File: src/rtl/xing_signal_ctrl.sv
module xing_signal_ctrl #(
  parameter int LONG_TICKS  = 9,
  parameter int SIDE_TICKS  = 6,
  parameter int AMBER_TICKS = 4
) (
  input  logic       clk,
  input  logic       rst,
  input  logic       req_left1,
  input  logic       req_left2,
  input  logic       req_walk,
  output logic [2:0] head_a,
  output logic [2:0] head_b,
  output logic [2:0] head_c,
  output logic [2:0] head_l1,
  output logic [2:0] head_l2,
  output logic       walk_ab,
  output logic       dontwalk_ab,
  output logic       walk_c,
  output logic       dontwalk_c
);
  localparam int LW = $clog2(LONG_TICKS + 1);
  localparam int SW = $clog2(SIDE_TICKS + 1);
  localparam int AW = $clog2(AMBER_TICKS + 1);

  typedef enum logic [3:0] {
    ST_MAIN_GO, ST_MAIN_AMB, ST_HOLD_1, ST_SIDE_GO, ST_SIDE_AMB, ST_HOLD_2,
    ST_PED_GO, ST_L1_GO, ST_L1_AMB, ST_L1_CLR, ST_L2_GO, ST_L2_AMB, ST_L2_CLR,
    ST_DUAL_GO, ST_DUAL_AMB, ST_DUAL_HOLD
  } st_t;

  st_t state, state_nx;
  logic [LW-1:0] cnt_long;
  logic [SW-1:0] cnt_side;
  logic [AW-1:0] cnt_amb;
  logic pend_l1, pend_l2, pend_walk;

  wire en_long = state inside {ST_MAIN_GO, ST_PED_GO, ST_L1_GO, ST_L2_GO, ST_DUAL_GO};
  wire en_side = (state == ST_SIDE_GO);
  wire en_amb  = state inside {ST_MAIN_AMB, ST_SIDE_AMB, ST_L1_AMB, ST_L2_AMB, ST_DUAL_AMB};

  wire long_done = en_long && (cnt_long == LW'(LONG_TICKS - 1));
  wire side_done = en_side && (cnt_side == SW'(SIDE_TICKS - 1));
  wire amb_done  = en_amb  && (cnt_amb  == AW'(AMBER_TICKS - 1));

  always_ff @(posedge clk or posedge rst) begin
    if (rst) begin
      cnt_long <= '0;
      cnt_side <= '0;
      cnt_amb  <= '0;
    end else begin
      cnt_long <= (en_long && !long_done) ? cnt_long + 1'b1 : '0;
      cnt_side <= (en_side && !side_done) ? cnt_side + 1'b1 : '0;
      cnt_amb  <= (en_amb  && !amb_done)  ? cnt_amb  + 1'b1 : '0;
    end
  end

  wire serve_walk = (state == ST_HOLD_1) && pend_walk;
  wire serve_l1   = (state == ST_HOLD_2) && pend_l1;
  wire serve_l2   = (state == ST_HOLD_2) && pend_l2;

  always_ff @(posedge clk or posedge rst) begin
    if (rst) begin
      pend_l1   <= 1'b0;
      pend_l2   <= 1'b0;
      pend_walk <= 1'b0;
      state     <= ST_MAIN_GO;
    end else begin
      pend_l1   <= (pend_l1   && !serve_l1)   || req_left1;
      pend_l2   <= (pend_l2   && !serve_l2)   || req_left2;
      pend_walk <= (pend_walk && !serve_walk) || req_walk;
      state     <= state_nx;
    end
  end

  always_comb begin
    state_nx = state;
    case (state)
      ST_MAIN_GO:   if (long_done) state_nx = ST_MAIN_AMB;
      ST_MAIN_AMB:  if (amb_done)  state_nx = ST_HOLD_1;
      ST_HOLD_1:    state_nx = pend_walk ? ST_PED_GO : ST_SIDE_GO;
      ST_SIDE_GO:   if (side_done) state_nx = ST_SIDE_AMB;
      ST_PED_GO:    if (long_done) state_nx = ST_SIDE_AMB;
      ST_SIDE_AMB:  if (amb_done)  state_nx = ST_HOLD_2;
      ST_HOLD_2: begin
        if (pend_l1 && pend_l2) state_nx = ST_DUAL_GO;
        else if (pend_l1)       state_nx = ST_L1_GO;
        else if (pend_l2)       state_nx = ST_L2_GO;
        else                    state_nx = ST_MAIN_GO;
      end
      ST_L1_GO:     if (long_done) state_nx = ST_L1_AMB;
      ST_L1_AMB:    if (amb_done)  state_nx = ST_L1_CLR;
      ST_L2_GO:     if (long_done) state_nx = ST_L2_AMB;
      ST_L2_AMB:    if (amb_done)  state_nx = ST_L2_CLR;
      ST_DUAL_GO:   if (long_done) state_nx = ST_DUAL_AMB;
      ST_DUAL_AMB:  if (amb_done)  state_nx = ST_DUAL_HOLD;
      default:      state_nx = ST_MAIN_GO;
    endcase
  end

  wire a_g  = state inside {ST_MAIN_GO, ST_L1_AMB, ST_L1_CLR, ST_L2_GO};
  wire a_y  = (state == ST_MAIN_AMB);
  wire b_g  = state inside {ST_MAIN_GO, ST_L1_GO, ST_L2_AMB, ST_L2_CLR};
  wire b_y  = (state == ST_MAIN_AMB);
  wire c_g  = state inside {ST_SIDE_GO, ST_PED_GO};
  wire c_y  = (state == ST_SIDE_AMB);
  wire l1_g = state inside {ST_L1_GO, ST_DUAL_GO};
  wire l1_y = state inside {ST_L1_AMB, ST_DUAL_AMB};
  wire l2_g = state inside {ST_L2_GO, ST_DUAL_GO};
  wire l2_y = state inside {ST_L2_AMB, ST_DUAL_AMB};

  assign head_a  = {a_g,  a_y,  !a_g  && !a_y};
  assign head_b  = {b_g,  b_y,  !b_g  && !b_y};
  assign head_c  = {c_g,  c_y,  !c_g  && !c_y};
  assign head_l1 = {l1_g, l1_y, !l1_g && !l1_y};
  assign head_l2 = {l2_g, l2_y, !l2_g && !l2_y};

  assign walk_ab     = state inside {ST_MAIN_GO, ST_PED_GO};
  assign dontwalk_ab = !walk_ab;
  assign walk_c      = 1'b0;
  assign dontwalk_c  = 1'b1;

  logic [4:0][2:0] heads;
  assign heads = {head_a, head_b, head_c, head_l1, head_l2};
  wire all_red = head_a[0] && head_b[0] && head_c[0] && head_l1[0] && head_l2[0];

  for (genvar i = 0; i < 5; i++) begin : g_head_chk
    AST_HEAD_ONEHOT: assert property (@(posedge clk) disable iff (rst) $countones(heads[i]) == 1);
    AST_AMBER_THEN_RED: assert property (@(posedge clk) disable iff (rst)
      heads[i][1] |=> (heads[i][1] || heads[i][0]));
  end

  AST_CROSS_EXCL: assert property (@(posedge clk) disable iff (rst)
    (walk_ab != dontwalk_ab) && (walk_c != dontwalk_c));
  AST_SIDE_EXCL: assert property (@(posedge clk) disable iff (rst)
    !head_c[0] |-> (head_a[0] && head_b[0] && head_l1[0] && head_l2[0]));
  AST_ALLRED_ONE: assert property (@(posedge clk) disable iff (rst)
    all_red |=> !all_red);
endmodule

File: config.mk
export PLATFORM = sky130hd
export DESIGN_NAME = xing_signal_ctrl
export DESIGN_NICKNAME = d
export VERILOG_FILES = /design/src/rtl/xing_signal_ctrl.sv
export SDC_FILE = /design/constraint.sdc
export NUM_CORES = 1
export LEC_CHECK = 0
export CAP_MARGIN = 20
export CORE_UTILIZATION = 46
export DETAILED_ROUTE_END_ITERATION = 10
export HOLD_SLACK_MARGIN = 0.08
export PLACE_DENSITY = 0.75
export SLEW_MARGIN = 20
export SYNTH_ARGS = -nofsm -noshare
export SYNTH_HDL_FRONTEND = slang
export SYNTH_SLANG_ARGS = --single-unit
File: constraint.sdc
create_clock -name clk -period 1.5 [get_ports clk]
set_input_delay 0.3 -clock clk [delete_from_list [all_inputs] [get_ports clk]]
set_output_delay 0.3 -clock clk [all_outputs]
set_load 0.02 [all_outputs]
# [After elaboration in Yosys (flattened, before gate mapping)]
# Cells that the tools add are included.
[word_totals] latch_bits=0 reg_bits=17 n_memories=0 wordCells=106 ram_bits=0 input_bits=5 mem_bits_ro=0 output_inout_bits=19
[op_classes] n_reduce_logical=49 n_div=0 bitwise_logic=0 n_eq_ne=28 shift=0 n_lt_le_gt_ge=0 addsub=3 n_mux=19 mul=0
[op_table] operator="$mux W4" count=15
[op_table] operator="$pmux W4 S13" count=1
[op_table] operator="$eq A4 B4 Y1 const B" count=8
[op_table] operator="$ne A2 B2 Y1 const B" count=10
[op_table] operator="$logic_and A1 B1 Y1" count=18
[op_table] operator="$eq A4 B3 Y1 const B" count=4
[op_table] operator="$logic_not A1 Y1" count=16
[op_table] operator="$reduce_bool A2 Y1" count=6
[op_table] operator="$reduce_and A11 Y1" count=1
[op_table] operator="$reduce_bool A5 Y1" count=2
[op_table] operator="$mux W3" count=3
[op_table] operator="$eq A4 B2 Y1 const B" count=2
[op_table] operator="$reduce_bool A4 Y1" count=2
[op_table] operator="$add A3 B1 Y3 const B" count=2
[op_table] operator="$add A4 B1 Y4 const B" count=1
[op_table] operator="$eq A4 B1 Y1 const B" count=1
[op_table] operator="$logic_not A4 Y1" count=1
[op_table] operator="$eq A3 B2 Y1 const B" count=1
[op_table] operator="$eq A3 B3 Y1 const B" count=1
[op_table] operator="$logic_or A1 B1 Y1" count=3
[op_table] operator="$ne A2 B1 Y1 const B" count=1

# [Longest topological paths before layout]
[depth] ltp_word=6 mapped_depth=7 mapped_depth_nobuf=7

# [Worst setup path after synthesis]
# OpenSTA, ideal clock, no wires.
[synth_timing] path_type="reg-to-reg" start="register state[3]" end="register state[0]" n_path_buf=0 stages_incl_launch_ff=6 setup_time_ns=0.127 path_slack_ns=-0.174 arrival_time_ns=1.547 cell_sequence="dfrtp_1 xor2_1 or3_1 a31o_4 nand2_4 mux2_1"
[synth_via] elab_chain_cells=5
[synth_rtl] item="start: declaration" line_no="31" source="st_t state, state_nx;"
[synth_rtl] item="start signal: assignment" line_no="71" source="state <= state_nx;"
[synth_rtl] item="$eq A4 B1 Y1, or another cell as far along" line_no="39, 77"
[synth_rtl] item="$reduce_bool A5 Y1 (on tied branches)" line_no="39, 37"
[synth_rtl] item="$logic_and A1 B1 Y1 (on tied branches)" line_no="43, 41"
[synth_rtl] item="$ne A2 B2 Y1 (no line)"
[synth_rtl] item="$reduce_and A11 Y1 (no line)"
# Several ways; a longest one is shown, not always the timed one.
# A chain may end at the register's enable or synchronous reset.

# [Worst setup path in the final report]
[layout_timing] start="register state[0]" end="register state[0]"
# The elaborated chain is that of the path after synthesis.

==> results.tsv <==
metric	value	unit
stdcell_count	216	
r2r_cells	6	
clk_latency	0.31	ns
core_region_area	2500	µm²
hold_violations	0	
grt_pass1_vias	1053	
synthCells	145	
tns	-7.49	ns
hold_path.class	input port to asynchronous set/reset pin	
cts_buffer_depth	2	
io_buffers	21	
worstSetupStartpointType	flop	
synth_cell_types	41	
synth-seq-cells	17	
num_antenna_cells	0	
vias_per_cell	5.28	
synth_ff_type	dfrtp_1	
htreeDepth	1	
violations	setup timing	
endpoint_kind	flop	
dieArea	2860	µm²
p_per_area	469	nW/µm²
ios	24	
wirelength	3110	µm
r2r-end	state[0]	
rsz0062_at_grt	yes	
cap_violations	0	
grt_max_degree	18	
die_w	53.5	µm
wire_per_inst	14.4	µm
drt-initial-drc-count	22	
gp_congestion	0.944	
clock_sinks	17	
cts_made_buffers	3	
syn_nets	158	
finalSetupViolCount	27	
fin_skew	0.0104	ns
cts-root-buf	clkbuf_4	
yosysSeqAreaShare	34.9	%
drv_slew	0	
reg2reg_setup_slack	-0.41	ns
row_count	18	
drc	0	
nets	200	
crit_required	1.70	ns
arrival	2.11	ns
cts_tree	yes	
crit_path_start	state[0]	
synthTopCellsByArea	dfrtp_1, ha_1, nor2_1, buf_4, nand2_1	
r2r-start	state[0]	
yosysTopAreaCell	dfrtp_1	
max_freq	524	MHz
critical_path_class	flop to flop	
drive_above_1_share	48.4	%
syn_to_final_growth	52.0	%
antenna_found_initial	0	
grt_overflow	0	
holdBufCountCts	0	
leakage	0.848	nW
synth_area	1220	µm²
placed_cells	205	
status	finished with violations	
die_h	53.5	µm
ys_warn_count	0	
synth.top_cell.area_share	34.9	%
finalCriticalPeriod	1.91	ns
async_flop_share	100	%
critical_path_peak_fanout	10	
ir_drop	0.585	mV
dp_hpwl	1940	µm
synthTopCellsByCount	nor2_1, dfrtp_1, buf_4, nand2_1, inv_1	
fin_crit_sh	127	%
multi_input_area	811	µm²
drt_pass1_iterations	4	
antenna_left	0	
regArea	427	µm²
grt_pass1_wl	4580	µm
track_usage	23.0	%
synth_most_common_cell	nor2_1	
postLayoutSetupSlackWorst	-0.410	ns
n_fill_cell	172	
start_util	48.8	%
clk_pin_slew	0.11	ns
syn_avg_cell_area	8.41	µm²
via_count	1141	
synth-edff-count	0	
layout make-up:
type	instances	area share, %
Inverter	9	1.96
Tap cell	30	2.02
Clock buffer	4	1.42
Sequential cell	17	23.0
Timing Repair Buffer	56	27.9
Multi-Input combinational cell	100	43.7
repair_timing:
action / in CTS / in global routing
setup endpoints to repair: 27 / 28
setup buffers: 5 / 2
cloned: 0 / 0
pin swaps: 6 / 10
resized for setup: 124 / 20
how the worst max path moves through the flow:
stage / cells past startpoint / endpoint
after floorplan: 6 / state[0]
after global placement: 5 / walk_ab
after detailed placement: 5 / walk_ab
after CTS: 5 / walk_ab
after global routing: 5 / walk_ab
final: 6 / state[0]
sequential cells by signal, indices dropped and copies added, names as in the netlist:
name / count
cnt_amb: 3
cnt_long: 4
cnt_side: 3
pend_l1: 1
pend_l2: 1
pend_walk: 1
state: 4
critical path, cell delays in order (launching register included):
cell and delay [ns]:
dfrtp_1 0.41, buf_4 0.20, buf_4 0.15, or3_1 0.40
a31o_4 0.25, nand2_4 0.08, mux2_4 0.30
power breakdown:
group          leakage [nW]  total, mW  internal, mW  switching, mW
Combinational         0.626      0.121        0.0604         0.0607
Sequential            0.207      0.485         0.476        0.00879
Clock                0.0150      0.263         0.104          0.159
Total                 0.848      0.869         0.641          0.228
cells in the final DEF, fill, tap and decap left out, drive strengths merged:
cell type and instances:
o2bb2ai 1, maj3 1, buf 52, ha 8, a221o 1, a21boi 1
nand2b 4, a21oi 4, a32oi 1, o21ai 7, conb 2, mux2 1
o32a 1, inv 9, xor2 2, nor2 25, nand4 1, a31o 2
nand2 12, or3 2, nor2b 3, clkdlybuf4s50 4, nor3 2, clkbuf 4
xnor2 3, o211ai 1, a211oi 1, and2 3, o311ai 1, or2 1
o2111ai 1, and3 1, dfrtp 17, a21o 2, nand3 5
cells by family after synthesis:
logic type	share of synthesized area [%]
compound gates	14.3
fa+ha+maj	9.03
flops	34.9
mux	0.923
simple gates	23.4
other cells	0.616
xor+xnor	3.59
buf+inv	13.3
metrics by stage:
step	area, µm²	setup WS, ns	power (mW)	hold WS (ns)	utilization (%)
6_report	1850	-0.410	0.869	0.278	74.2
3_3_place_gp	1580	-0.484	0.607	0.444	63.3
3_5_place_dp	1580	-0.509	0.619	0.457	63.3
5_1_grt	1850	-0.446	0.925	0.315	74.2
4_1_cts	1740	-0.374	0.868	0.302	69.6
2_1_floorplan	1250	-0.151	0.581	0.226	-
per-layer routing:
layer / part of all wire, % / GRT usage, % / wire [µm]
met3: 4.2 / 5.17 / 131
met4: 1.5 / 9.21 / 46
met2: 54 / 37.9 / 1660
met5: 0 / 0 / 0
met1: 41 / 28.5 / 1260
No activity file was read; power rests on OpenSTA's default activity.
